**src/rtl/rpc_pkg.sv**
```systemverilog
package rpc_pkg;
   typedef enum logic [1:0] {
      RPC_RUN    = 2'd0,
      RPC_TRAP   = 2'd1,
      RPC_REPLAY = 2'd2
   } rpc_mode_e;
endpackage

```
**src/rtl/rpc_hist.sv**
```systemverilog
module rpc_hist #(
   parameter int AW    = 32,
   parameter int DEPTH = 4
) (
   input  logic                clk_i,
   input  logic                rst_ni,
   input  logic                push_i,
   input  logic [AW-1:0]       din_i,
   output logic [DEPTH*AW-1:0] hist_o
);
   logic [DEPTH*AW-1:0] slot_q;

   generate
      for (genvar k = 0; k < DEPTH; k++) begin : g_slot
         if (k == 0) begin : g_head
            always_ff @(posedge clk_i) begin
               if (!rst_ni)     slot_q[AW-1:0] <= '0;
               else if (push_i) slot_q[AW-1:0] <= din_i;
            end
         end else begin : g_tail
            always_ff @(posedge clk_i) begin
               if (!rst_ni)     slot_q[k*AW +: AW] <= '0;
               else if (push_i) slot_q[k*AW +: AW] <= slot_q[(k-1)*AW +: AW];
            end
         end
      end
   endgenerate

   assign hist_o = slot_q;
endmodule

```
**src/rtl/rpc_target.sv**
```systemverilog
module rpc_target #(
   parameter int AW = 32
) (
   input  logic          clk_i,
   input  logic          rst_ni,
   input  logic          set_i,
   input  logic [AW-1:0] set_tgt_i,
   input  logic          take_i,
   input  logic          clr_i,
   input  logic          restore_i,
   input  logic          capture_i,
   output logic          pend_v_o,
   output logic [AW-1:0] pend_tgt_o,
   output logic          sav_v_o,
   output logic [AW-1:0] sav_tgt_o
);
   logic          pend_v_q, sav_v_q;
   logic [AW-1:0] pend_tgt_q, sav_tgt_q;

   always_ff @(posedge clk_i) begin
      if (!rst_ni) begin
         pend_v_q   <= 1'b0;
         pend_tgt_q <= '0;
      end else if (restore_i) begin
         pend_v_q   <= sav_v_q;
         pend_tgt_q <= sav_tgt_q;
      end else if (clr_i || take_i) begin
         pend_v_q   <= 1'b0;
      end else if (set_i) begin
         pend_v_q   <= 1'b1;
         pend_tgt_q <= set_tgt_i;
      end
   end

   always_ff @(posedge clk_i) begin
      if (!rst_ni) begin
         sav_v_q   <= 1'b0;
         sav_tgt_q <= '0;
      end else if (capture_i) begin
         sav_v_q   <= pend_v_q;
         sav_tgt_q <= pend_tgt_q;
      end
   end

   assign pend_v_o   = pend_v_q;
   assign pend_tgt_o = pend_tgt_q;
   assign sav_v_o    = sav_v_q;
   assign sav_tgt_o  = sav_tgt_q;
endmodule

```
**src/rtl/rpc_seq.sv**
```systemverilog
module rpc_seq
   import rpc_pkg::*;
#(
   parameter int          AW       = 32,
   parameter int          DEPTH    = 4,
   parameter int          REPLAY_N = 3,
   parameter logic [AW-1:0] RESET_PC = '0
) (
   input  logic                clk_i,
   input  logic                rst_ni,
   input  logic                fetch_en_i,
   input  logic                br_taken_i,
   input  logic                exc_i,
   input  logic [AW-1:0]       handler_i,
   input  logic                rfe_i,
   input  logic                pend_v_i,
   input  logic [AW-1:0]       pend_tgt_i,
   input  logic [DEPTH*AW-1:0] hist_i,
   output logic [AW-1:0]       pc_o,
   output logic [AW-1:0]       resume_o,
   output rpc_mode_e           mode_o,
   output logic                push_o,
   output logic                set_o,
   output logic                take_o,
   output logic                clr_o,
   output logic                restore_o,
   output logic                capture_o
);
   localparam int CW = (REPLAY_N < 2) ? 1 : $clog2(REPLAY_N + 1);

   rpc_mode_e     mode_q, mode_d;
   logic [AW-1:0] pc_q, pc_d, resume_q;
   logic [CW-1:0] cnt_q, cnt_d;
   logic [AW-1:0] replay_pc;

   // select the history slot that follows the one now being replayed
   always_comb begin
      replay_pc = resume_q;
      for (int k = 0; k < REPLAY_N; k++) begin
         if (int'(cnt_q) == k + 1) replay_pc = hist_i[k*AW +: AW];
      end
   end

   always_comb begin
      pc_d      = pc_q;
      mode_d    = mode_q;
      cnt_d     = cnt_q;
      push_o    = 1'b0;
      set_o     = 1'b0;
      take_o    = 1'b0;
      clr_o     = 1'b0;
      restore_o = 1'b0;
      capture_o = 1'b0;
      if (exc_i) begin
         pc_d      = handler_i;
         clr_o     = 1'b1;
         capture_o = (mode_q == RPC_RUN);
         mode_d    = RPC_TRAP;
      end else begin
         unique case (mode_q)
            RPC_RUN, RPC_TRAP: begin
               if (mode_q == RPC_TRAP && rfe_i) begin
                  pc_d   = hist_i[(REPLAY_N-1)*AW +: AW];
                  clr_o  = 1'b1;
                  cnt_d  = CW'(REPLAY_N - 1);
                  mode_d = RPC_REPLAY;
               end else if (fetch_en_i) begin
                  push_o = (mode_q == RPC_RUN);
                  if (pend_v_i) begin
                     pc_d   = pend_tgt_i;
                     take_o = 1'b1;
                  end else begin
                     pc_d  = pc_q + AW'(1);
                     set_o = br_taken_i;
                  end
               end
            end
            RPC_REPLAY: begin
               if (fetch_en_i) begin
                  pc_d = replay_pc;
                  if (cnt_q != '0) begin
                     cnt_d = cnt_q - CW'(1);
                  end else begin
                     restore_o = 1'b1;
                     mode_d    = RPC_RUN;
                  end
               end
            end
            default: mode_d = RPC_RUN;
         endcase
      end
   end

   always_ff @(posedge clk_i) begin
      if (!rst_ni) begin
         pc_q     <= RESET_PC;
         mode_q   <= RPC_RUN;
         cnt_q    <= '0;
         resume_q <= '0;
      end else begin
         pc_q   <= pc_d;
         mode_q <= mode_d;
         cnt_q  <= cnt_d;
         if (capture_o) resume_q <= pc_q;
      end
   end

   assign pc_o     = pc_q;
   assign resume_o = resume_q;
   assign mode_o   = mode_q;
endmodule

```
**src/rtl/restart_pc_unit.sv**
```systemverilog
module restart_pc_unit
   import rpc_pkg::*;
#(
   parameter int            AW         = 32,
   parameter int            HIST_DEPTH = 4,
   parameter int            REPLAY_N   = 3,
   parameter logic [AW-1:0] RESET_PC   = '0
) (
   input  logic                     clk_i,
   input  logic                     rst_ni,
   input  logic                     fetch_en_i,
   input  logic                     br_taken_i,
   input  logic [AW-1:0]            br_target_i,
   input  logic                     exc_i,
   input  logic [AW-1:0]            handler_i,
   input  logic                     rfe_i,
   output logic [AW-1:0]            fetch_pc_o,
   output logic [HIST_DEPTH*AW-1:0] hist_o,
   output logic [AW-1:0]            resume_pc_o
);
   generate
      if (AW < 2) begin : g_bad_aw
         $error("restart_pc_unit: AW must be at least 2");
      end
      if (REPLAY_N < 1) begin : g_bad_replay
         $error("restart_pc_unit: REPLAY_N must be at least 1");
      end
      if (HIST_DEPTH < REPLAY_N) begin : g_bad_depth
         $error("restart_pc_unit: HIST_DEPTH must cover REPLAY_N");
      end
   endgenerate

   rpc_mode_e     mode;
   logic          push, set, take, clr, restore, capture;
   logic          pend_v, sav_v;
   logic [AW-1:0] pend_tgt, sav_tgt;

   rpc_seq #(
      .AW(AW), .DEPTH(HIST_DEPTH), .REPLAY_N(REPLAY_N), .RESET_PC(RESET_PC)
   ) seq_i (
      .clk_i(clk_i), .rst_ni(rst_ni), .fetch_en_i(fetch_en_i),
      .br_taken_i(br_taken_i), .exc_i(exc_i), .handler_i(handler_i),
      .rfe_i(rfe_i), .pend_v_i(pend_v), .pend_tgt_i(pend_tgt),
      .hist_i(hist_o), .pc_o(fetch_pc_o), .resume_o(resume_pc_o),
      .mode_o(mode), .push_o(push), .set_o(set), .take_o(take),
      .clr_o(clr), .restore_o(restore), .capture_o(capture)
   );

   rpc_target #(.AW(AW)) tgt_i (
      .clk_i(clk_i), .rst_ni(rst_ni), .set_i(set), .set_tgt_i(br_target_i),
      .take_i(take), .clr_i(clr), .restore_i(restore), .capture_i(capture),
      .pend_v_o(pend_v), .pend_tgt_o(pend_tgt),
      .sav_v_o(sav_v), .sav_tgt_o(sav_tgt)
   );

   rpc_hist #(.AW(AW), .DEPTH(HIST_DEPTH)) hist_i (
      .clk_i(clk_i), .rst_ni(rst_ni), .push_i(push),
      .din_i(fetch_pc_o), .hist_o(hist_o)
   );

   logic unused_sav;
   assign unused_sav = sav_v ^ (^sav_tgt);
endmodule

```
**config.mk**
```make
export PLATFORM = sky130hd
export DESIGN_NAME = restart_pc_unit
export DESIGN_NICKNAME = d
export VERILOG_FILES = /design/src/rtl/rpc_pkg.sv /design/src/rtl/rpc_hist.sv /design/src/rtl/rpc_target.sv /design/src/rtl/rpc_seq.sv /design/src/rtl/restart_pc_unit.sv
export SDC_FILE = /design/constraint.sdc
export NUM_CORES = 1
export LEC_CHECK = 0
export ABC_AREA = 1
export BUFFER_PORTS_ARGS = -buffer_cell sky130_fd_sc_hd__buf_2
export CORE_UTILIZATION = 25
export DETAILED_ROUTE_END_ITERATION = 10
export GPL_TIMING_DRIVEN = 0
export PLACE_DENSITY = 0.56
export SLEW_MARGIN = 15
export SYNTH_ARGS = -nofsm -noshare
export SYNTH_HDL_FRONTEND = slang
export SYNTH_SLANG_ARGS = --single-unit
```
**constraint.sdc**
```tcl
create_clock -name clk_i -period 1.8 [get_ports clk_i]
set_input_delay 0.18 -clock clk_i [delete_from_list [all_inputs] [get_ports clk_i]]
set_output_delay 0.18 -clock clk_i [all_outputs]
set_load 0.03 [all_outputs]
```
-- Word level (Yosys, flattened, before mapping)
Index checks and enable logic that the tools add are counted.
W data, S select, Z words.
- mux-type cells: 45
- reduce and logical (&&, ||, !) cells: 15
- equality and inequality tests: 14
- add/subtract/negate cells: 2
- bitwise logic cells: 2
- operators by type and width (kind ; number):
    $mux W32 ; 11
    $pmux W32 S2 ; 1
    $add A32 B1 Y32 const B ; 1
    $mux W1 ; 26
    $mux W2 ; 5
    $reduce_and A3 Y1 ; 3
    $pmux W2 S2 ; 2
    $eq A2 B2 Y1 const B ; 3
    $ne A2 B2 Y1 const B ; 3
    $ne A3 B3 Y1 const B ; 2
    $reduce_bool A2 Y1 ; 3
    $reduce_bool A3 Y1 ; 2
    $reduce_and A5 Y1 ; 1
    $eq A2 B1 Y1 const B ; 2
    $ne A2 B1 Y1 const B ; 2
    $ne A4 B3 Y1 const B ; 1
    $reduce_or A2 Y1 ; 2
    $ne A3 B2 Y1 const B ; 1
    $logic_not A2 Y1 ; 1
    $not A1 Y1 ; 2
    $reduce_and A2 Y1 ; 1
    $sub A2 B1 Y2 const B ; 1
    $logic_and A1 B1 Y1 ; 1
    $logic_or A1 B1 Y1 ; 1
- word-level logic and storage cells: 91
- bits of input ports: 70
- output and inout port bits: 192
- register bits: 262

-- Logic depth before layout (Yosys ltp)
Gate-level depths: netlist of run 1.
- word-level depth: 8
- gate-level depth with buffers: 14
- mapped depth without buffers: 14

-- By module
From an unflattened synthesis of run 1, not the netlist that was laid out.
- cells, all modules: 2271
- area, all modules: 13987.2 um2
- by module, submodules not included (module ; cells an instance ; times used ; area each (um2) ; seq. area each (um2)):
    rpc_seq ; 1032 ; 1 ; 5756.8 ; 1361.3
    rpc_hist ; 810 ; 1 ; 5185.0 ; 2562.5
    rpc_target ; 429 ; 1 ; 3045.4 ; 1321.3

-- Least setup slack after synthesis of run 1
OpenSTA, ideal clock, no wires.
- path type: flip-flop to flip-flop
- start: register seq_i.pc_q[1] (netlist: seq_i.pc_o[1])
- end: register seq_i.pc_q[22] (netlist: seq_i.pc_o[22])
- arrival: 1.740 ns
- setup time: 0.128 ns
- stages on the path, launching flop included: 15
- data required time: 1.672 ns
- period minus slack after synthesis: 1.869 ns
- path slack: -0.069 ns
- path buffers: 0
- path through: dfxtp_1 -> ha_1 -> nand2_1 -> nor2_2 -> nand2_1 -> nor2_2 -> nand2_1 -> nand2_1 -> nand3_1 -> nand2_1 -> nand2_1 -> nand2_1 -> nand2_1 -> nand2_1 -> a21oi_1
- cells in the longest elaborated chain, start to end: 6
- RTL lines (what ; RTL line ; RTL):
    from (decl) ; rpc_seq.sv:32 ; logic [AW-1:0] pc_q, pc_d, resume_q;
    from (signal assigned) ; rpc_seq.sv:101 ; pc_q <= pc_d;
    $add A32 B1 Y32 ; rpc_seq.sv:73 ; pc_d = pc_q + AW'(1);
    $mux W32 ; rpc_seq.sv:69 ; if (pend_v_i) begin
    $mux W32 ; rpc_seq.sv:67 ; end else if (fetch_en_i) begin
    $mux W32 ; rpc_seq.sv:62 ; if (mode_q == RPC_TRAP && rfe_i) begin
    $pmux W32 S2 ; rpc_seq.sv:60 ; unique case (mode_q)
    $mux W32 ; rpc_seq.sv:54 ; if (exc_i) begin
Every way passes these cells. The select of a mux whose other input is x is not followed.
A chain may end at the register's enable or synchronous reset.

-- Worst setup path in the final report of run 1
- start: register seq_i.pc_q[0] (netlist: seq_i.pc_o[0])
- end: register seq_i.pc_q[15] (netlist: seq_i.pc_o[15])
The elaborated chain is that of the path after synthesis.

==> results of run 1 <==
## placed cells by master, fill, tap and decap left out, drive strengths merged
cell,Yosys,final
a211oi,2,2
a21oi,184,184
a31oi,35,35
and2,1,1
buf,49,332
bufinv,0,3
clkbuf,94,138
clkinv,1,7
clkinvlp,0,4
dfxtp,262,262
dlygate4sd3,0,61
ha,5,5
inv,74,73
nand2,314,314
nand3,54,54
nand3b,2,2
nand4,32,32
nor2,360,360
o211ai,31,31
o21ai,310,310
o22ai,1,1
o311ai,1,1
or2,15,15
xnor2,1,1
xor2,11,11
## power by group through the flow
stage                     Clock, uW  Combinational [uW]  Sequential [uW]
after floorplan                   0                1260             7290
after global placement            0                2910             6930
after detailed placement          0                2930             6940
after CTS                      6490                3150             6800
after global routing           6700                3520             6860
final                          6440                3260             6820
## sequential cells by signal, summed over array words and instances (netlist names)
name              count
hist_i.hist_o       128
seq_i.pc_o           32
seq_i.resume_o       32
tgt_i.pend_tgt_o     32
tgt_i.sav_tgt_o      32
seq_i.cnt_q           2
seq_i.mode_o          2
tgt_i.pend_v_o        1
tgt_i.sav_v_o         1
## logic make-up after synthesis
group / after synthesis / share of synthesized area (%)
flip-flops: 262 / 42.2
adder cells (fa/ha/maj): 5 / 0.503
XOR/XNOR: 12 / 0.845
buffers and inverters: 218 / 7.31
AO/OA/AOI/OAI: 564 / 23.8
AND/OR/NAND/NOR: 778 / 25.4
## through the flow
stage | hold WS (ns) | cell area, sq um | total power, uW | cells
6_report | 0.0457 | 17100 | 16500 | 2903
5_1_grt | 0.0604 | 17100 | 17100 | 2903
4_1_cts | 0.0134 | 16700 | 16400 | 2888
3_5_place_dp | 0.456 | 14600 | 9870 | 2763
3_3_place_gp | 0.448 | 14600 | 9840 | 2763
2_1_floorplan | 0.341 | 12400 | 8550 | 1839
## what timing repair did
| item | CTS | global route |
|---|---|---|
| cloned | 0 | 1 |
| gates resized for setup | 165 | 131 |
| pin swaps | 13 | 28 |
| setup buffers | 10 | 14 |
| hold buffers | 61 | 0 |
| hold endpoints to repair | 61 | 0 |
| endpoints found under the setup margin | 169 | 128 |
## tightest hold or removal path, delay by kind of cell
| kind | cells | cell delay [ns] |
|---|---|---|
| AND/OR/NAND/NOR | 2 | 0.16 |
| AO/OA/AOI/OAI | 1 | 0.12 |
| buffers and inverters | 1 | 0.13 |
## final cells by class
type,count,area [sq um],area share [%]
Buffer,142,866,5.07
Clock buffer,44,875,5.12
Clock inverter,11,138,0.806
Inverter,75,305,1.79
Multi-Input combinational cell,1359,6620,38.8
Sequential cell,262,5330,31.2
Tap cell,664,831,4.87
Timing Repair Buffer,345,2100,12.3
Timing Repair inverter,1,11.3,0.0660
## worst paths after layout
path                                            end  cells past startpoint
worst max-delay path                 seq_i.pc_o[15]                     10
worst min-delay path                 seq_i.pc_o[17]                      4
worst max register to register       seq_i.pc_o[15]                     10
worst min register to register  tgt_i.sav_tgt_o[31]                      2
## routing by layer
layer  wire [um]  vias to the layer above
met5           0                        -
met4        2210                        0
met3        4720                      111
met2       29700                      666
met1       27600                     7021
li1            -                     6917
==> flow_metrics.env, run 1 <==
export IMPL_outcome="complete, but fails checks"
export IMPL_violations="setup timing"
export IMPL_gr_usage_met2_pct=40.5
export IMPL_htree_levels=1
export IMPL_drive_gt1_share_pct=25.0
export IMPL_synth_enable_flop_cells=0
export IMPL_nFillCells=5175
export IMPL_slew_viol_final=0
export IMPL_rr_startpoint="seq_i.pc_o[0]"
export IMPL_syn_avg_cell_area_sq_um=6.76
export IMPL_crit_arrival_ns=2.33
export IMPL_met3_usage_pct=3.35
export IMPL_async_flop_share_pct=0
export IMPL_crit_path_start="seq_i.pc_o[0]"
export IMPL_dr_total_vias=14700
export IMPL_cp_num_buf_inv=2
export IMPL_crit_required_ns=2.26
export IMPL_first_global_vias=13600
export IMPL_leakagePower_uw=0.00744
export IMPL_diodes=0
export IMPL_fin_nets=2292
export IMPL_drc=0
export IMPL_clockPowerShare_pct=39.0
export IMPL_cts_buffers=31
export IMPL_clk_latency_ns=0.59
export IMPL_port_buffers=260
export IMPL_power_density_mw_per_mm2=968
export IMPL_syn_num_nets=1914
export IMPL_die_w_um=225
export IMPL_cts_buffer_depth=3
export IMPL_p_seq_share_pct=41.3
export IMPL_yosysWarningCount=0
export IMPL_worst_r2r_setup_slack_ns=-0.07
export IMPL_synth_seq_area_share_pct=42.2
export IMPL_cts_tree="done"
export IMPL_cap_viol_max_count=0
export IMPL_dieArea_sq_mm=0.0506
export IMPL_comb_power_share_pct=19.7
export IMPL_grt_pass1_wl_um=92100
export IMPL_path_max_fanout=5
export IMPL_avgViaCountPerCell=5.07
export IMPL_cp_end_kind="flip-flop"
export IMPL_ys_flop_type="dfxtp_1"
export IMPL_path_clk_slew_ns=0.08
export IMPL_met1_usage_pct=33.1
export IMPL_hold_class="primary input to flip-flop"
export IMPL_grtUsageTotal_pct=24.7
export IMPL_syn_cell_area_sq_mm=0.0124
export IMPL_cts_sinks=262
export IMPL_grt_start_max_net_pins=15
export IMPL_fin_ws_ns=-0.0750
export IMPL_num_rows=81
export IMPL_synth_most_common_cell="nor2_1"
export IMPL_netSwitchingFraction_pct=33.2
export IMPL_hold_viol=0
export IMPL_rsz0062_at_grt="yes"
export IMPL_synth_area_leaders="dfxtp_1 42%, o21ai_0 12%, nor2_1 11%"
export IMPL_critical_path_slowest_cell="dfxtp_4"
export IMPL_cp_start_kind="flip-flop"
export IMPL_detail_route_wl_per_cell_um=22.1
export IMPL_synth_seq_cells=262
export IMPL_synth_top_area_cell="dfxtp_1"
export IMPL_antenna_found_initial=2
export IMPL_utilization_pct=34.9
export IMPL_drtIter0Drc=1574
export IMPL_p_sw_uw=5480
export IMPL_setup_viol=7
export IMPL_synth_top_area_share_pct=42.2
export IMPL_ios=262
export IMPL_coreArea_sq_mm=0.0490
export IMPL_ir_drop_mv=0.728
export IMPL_path_cells="clkinvlp_4 > nor2_4 > nand2_4 > nor2_4 > buf_4 > xor2_1 > o21ai_1 > nand3_1 > a21oi_1 > nor2_1"
export IMPL_grt_busiest_layer="met2"
export IMPL_crit_top_cell="nor2_4"
export IMPL_max_stage_delay_ns=0.39
export IMPL_initial_core_util_pct=25.4
export IMPL_totalWireLength_um=64200
export IMPL_final_setup_tns_ns=-0.262
export IMPL_place_congestion=1.02
export IMPL_synthToLayoutAreaGrowth_pct=37.3
export IMPL_post_place_ws_ns=-0.670
export IMPL_intPower_uw=11000
export IMPL_fmax_ghz=0.533
export IMPL_hpwl_um=49800
export IMPL_antenna_left=0
export IMPL_globalRouteOverflowTotal=0
export IMPL_cp_top_family="simple AND/OR/NAND/NOR gates"
export IMPL_finClkSkew_ns=0.0233
export IMPL_crit_type="flip-flop to flip-flop"
export IMPL_relSlewSlack_pct=31.9
export IMPL_tightestPinTransition_ns=1.02
export IMPL_cts_root_buf="clkbuf_16"
export IMPL_finalCritPeriodShare_pct=104
export IMPL_die_y_um=225
export IMPL_hp_start="handler_i[17]"
export IMPL_final_min_clock_period_ns=1.87
export IMPL_netlist_top_cells_count="350 x nor2_1, 314 x nand2_1, 288 x o21ai_0, 262 x dfxtp_1, 184 x a21oi_1"
export IMPL_dr_pass1_iters=7
export IMPL_yosysUniqueCellTypes=30
export IMPL_syn_inst=1839
No activity file was read; power rests on OpenSTA's default activity.
==> inputs of run 2 (changes only) <==
--- a/config.mk
+++ b/config.mk
@@ -10,7 +10,8 @@
 export CORE_UTILIZATION = 25
 export DETAILED_ROUTE_END_ITERATION = 10
 export GPL_TIMING_DRIVEN = 0
-export PLACE_DENSITY = 0.56
+export PLACE_DENSITY_LB_ADDON = 0.25
+export RECOVER_POWER = 25
 export SLEW_MARGIN = 15
 export SYNTH_ARGS = -nofsm -noshare
 export SYNTH_HDL_FRONTEND = slang
==> run 2 against run 1 <==
Against the previous run:
- register-to-register slack barely moved
- hold slack got worse by 0.031 ns
- die area did not move
- flip-flop and latch count did not move
- via count barely moved
- largest cell class unchanged
- the run still ends with setup timing left
- utilization rose by 0.056 points
- wire length rose by 1.3%
- maximum frequency rose by 0.68%
- first-iteration DRC count rose by 0.70%
- critical path depth did not move
- final area rose by 0.16%
- global-route usage rose by 0.096 points
==> flow_metrics.env, run 2 (synthesis results as in run 1) <==
export IMPL_nFillCells=5328
export IMPL_cts_buffers=31
export IMPL_grtUsageTotal_pct=24.8
export IMPL_reg2reg_depth=10
export IMPL_p_seq_share_pct=40.5
export IMPL_hold_class="primary input to flip-flop"
export IMPL_hpwl_um=50200
export IMPL_rsz0062_at_grt="yes"
export IMPL_num_rows=81
export IMPL_first_global_vias=13400
export IMPL_die_w_um=225
export IMPL_cts_tree="done"
export IMPL_placedInstanceArea_sq_mm=0.0146
export IMPL_setup_viol=9
export IMPL_diodes=0
export IMPL_dr_pass1_iters=6
export IMPL_ios=262
export IMPL_largest_reg_flops=128
export IMPL_crit_required_ns=2.27
export IMPL_hold_viol=0
export IMPL_coreArea_sq_mm=0.0490
export IMPL_antenna_left=0
export IMPL_crit_top_cell="nor2_4"
export IMPL_path_clk_slew_ns=0.07
export IMPL_rr_startpoint="seq_i.pc_o[0]"
export IMPL_totalWireLength_um=65000
export IMPL_place_congestion=1.03
export IMPL_fmax_ghz=0.537
export IMPL_dr_total_vias=14700
export IMPL_intPower_uw=11300
export IMPL_fin_nets=2302
export IMPL_detail_route_wl_per_cell_um=22.3
export IMPL_cts_root_buf="clkbuf_16"
export IMPL_critical_path_slowest_cell="dfxtp_4"
export IMPL_max_stage_delay_ns=0.38
export IMPL_grt_pass1_wl_um=92400
export IMPL_initial_core_util_pct=25.4
export IMPL_comb_power_share_pct=19.5
export IMPL_finalCritPeriodShare_pct=103
export IMPL_path_max_fanout=5
export IMPL_cp_start_kind="flip-flop"
export IMPL_clk_latency_ns=0.59
export IMPL_fin_ws_ns=-0.0623
export IMPL_cp_end_kind="flip-flop"
export IMPL_clockPowerShare_pct=40.1
export IMPL_dieArea_sq_mm=0.0506
export IMPL_path_cells="clkinvlp_4 > nor2_4 > nand2_2 > nor2_4 > buf_4 > xor2_1 > o21ai_2 > nand3_1 > a21oi_1 > nor2_1"
export IMPL_slew_viol_final=0
export IMPL_rr_endpoint="seq_i.pc_o[13]"
export IMPL_cp_num_cells=10
export IMPL_p_sw_uw=5570
export IMPL_netSwitchingFraction_pct=33.0
export IMPL_cp_num_buf_inv=2
export IMPL_layout_commonest_cell="nor2_1"
export IMPL_crit_path_start="seq_i.pc_o[0]"
export IMPL_relSlewSlack_pct=33.5
export IMPL_synthToLayoutAreaGrowth_pct=37.6
export IMPL_p_total_uw=16800
export IMPL_power_density_mw_per_mm2=985
export IMPL_die_y_um=225
export IMPL_ir_drop_mv=0.727
export IMPL_cts_sinks=262
export IMPL_cap_viol_max_count=0
export IMPL_cts_buffer_depth=3
export IMPL_drc=0
export IMPL_port_buffers=260
export IMPL_tightestPinTransition_ns=0.997
export IMPL_most_common_layout_cells="324 x nor2_1, 283 x nand2_1, 265 x o21ai_0"
export IMPL_fin_area_sq_mm=0.0171
export IMPL_worst_r2r_setup_slack_ns=-0.06
export IMPL_grt_start_max_net_pins=16
export IMPL_crit_arrival_ns=2.34
export IMPL_antenna_found_initial=1
export IMPL_cp_top_family="simple AND/OR/NAND/NOR gates"
export IMPL_violations="setup timing"
export IMPL_avgViaCountPerCell=5.05
export IMPL_utilization_pct=34.9
export IMPL_drtIter0Drc=1585
export IMPL_htree_levels=1
export IMPL_crit_end="seq_i.pc_o[13]"
export IMPL_leakagePower_uw=0.00709
export IMPL_finClkSkew_ns=0.0196
export IMPL_drive_gt1_share_pct=21.6
export IMPL_crit_type="flip-flop to flip-flop"
export IMPL_outcome="complete, but fails checks"
export IMPL_globalRouteOverflowTotal=0
export IMPL_final_setup_tns_ns=-0.183
export IMPL_final_min_clock_period_ns=1.86
[run 2: worst min path at each step]
stage / slack [ns] / startpoint / cells past startpoint / endpoint
6_report: 0.01 / handler_i[31] / 4 / seq_i.pc_o[31]
5_1_grt: 0.03 / handler_i[17] / 4 / seq_i.pc_o[17]
4_1_cts: 0.01 / handler_i[18] / 4 / seq_i.pc_o[18]
3_5_place_dp: 0.46 / tgt_i.sav_tgt_o[31] / 2 / tgt_i.sav_tgt_o[31]
3_3_place_gp: 0.46 / tgt_i.sav_tgt_o[31] / 2 / tgt_i.sav_tgt_o[31]
2_1_floorplan: 0.34 / br_target_i[30] / 2 / tgt_i.pend_tgt_o[30]
[run 2: worst register-to-register path, cell delays in order (launching register included)]
cell and delay, ns:
dfxtp_4 0.38, clkinvlp_4 0.12, nor2_4 0.22, nand2_2 0.11, nor2_4 0.21, buf_4 0.15, xor2_1 0.06, o21ai_2 0.19
nand3_1 0.10, a21oi_1 0.14, nor2_1 0.05
[run 2: routing by layer]
| metal | part of all wire (%) | vias up | global-route usage (%) | routed length (um) |
|---|---|---|---|---|
| met5 | 0 | - | 0 | 0 |
| met4 | 3.3 | 0 | 7.59 | 2140 |
| met3 | 7.9 | 112 | 3.82 | 5110 |
| met2 | 46 | 657 | 40.6 | 29800 |
| met1 | 43 | 7020 | 33.3 | 28000 |
| li1 | - | 6935 | - | - |
[run 2: final cells by class]
class                           count  area [sq um]  share of cell area [%]
Timing Repair inverter              1          8.76                  0.0512
Multi-Input combinational cell   1359          6630                    38.8
Buffer                            141           858                    5.02
Timing Repair Buffer              356          2050                    12.0
Inverter                           75           307                    1.79
Clock buffer                       42           897                    5.25
Tap cell                          664           831                    4.86
Sequential cell                   262          5330                    31.2
Clock inverter                     14           189                    1.10
[run 2: repair_timing]
action | CTS | global route
setup buffers | 14 | 20
pin swaps | 13 | 47
cloned | 2 | 0
hold buffers | 61 | 0
endpoints found under the setup margin | 160 | 91
endpoints found under the hold margin | 61 | 0
gates resized for setup | 158 | 153
[run 2: power groups by stage]
| stage | sequential [uW] | clock, uW | combinational (uW) |
|---|---|---|---|
| final | 6820 | 6750 | 3280 |
| after floorplan | 7290 | 0 | 1260 |
| after global routing | 6850 | 7050 | 3530 |
| after detailed placement | 6930 | 0 | 2950 |
| after global placement | 6930 | 0 | 2930 |
| after CTS | 6790 | 6780 | 3180 |
[run 2: metrics by stage]
step                hold WS, ns  cells  worst slack (ns)
finish                   0.0146   2914           -0.0623
global route             0.0341   2914            -0.136
CTS                     0.00959   2896          -0.00231
detailed placement        0.457   2763            -0.619
global placement          0.456   2763            -0.622
floorplan                 0.341   1839            0.0699
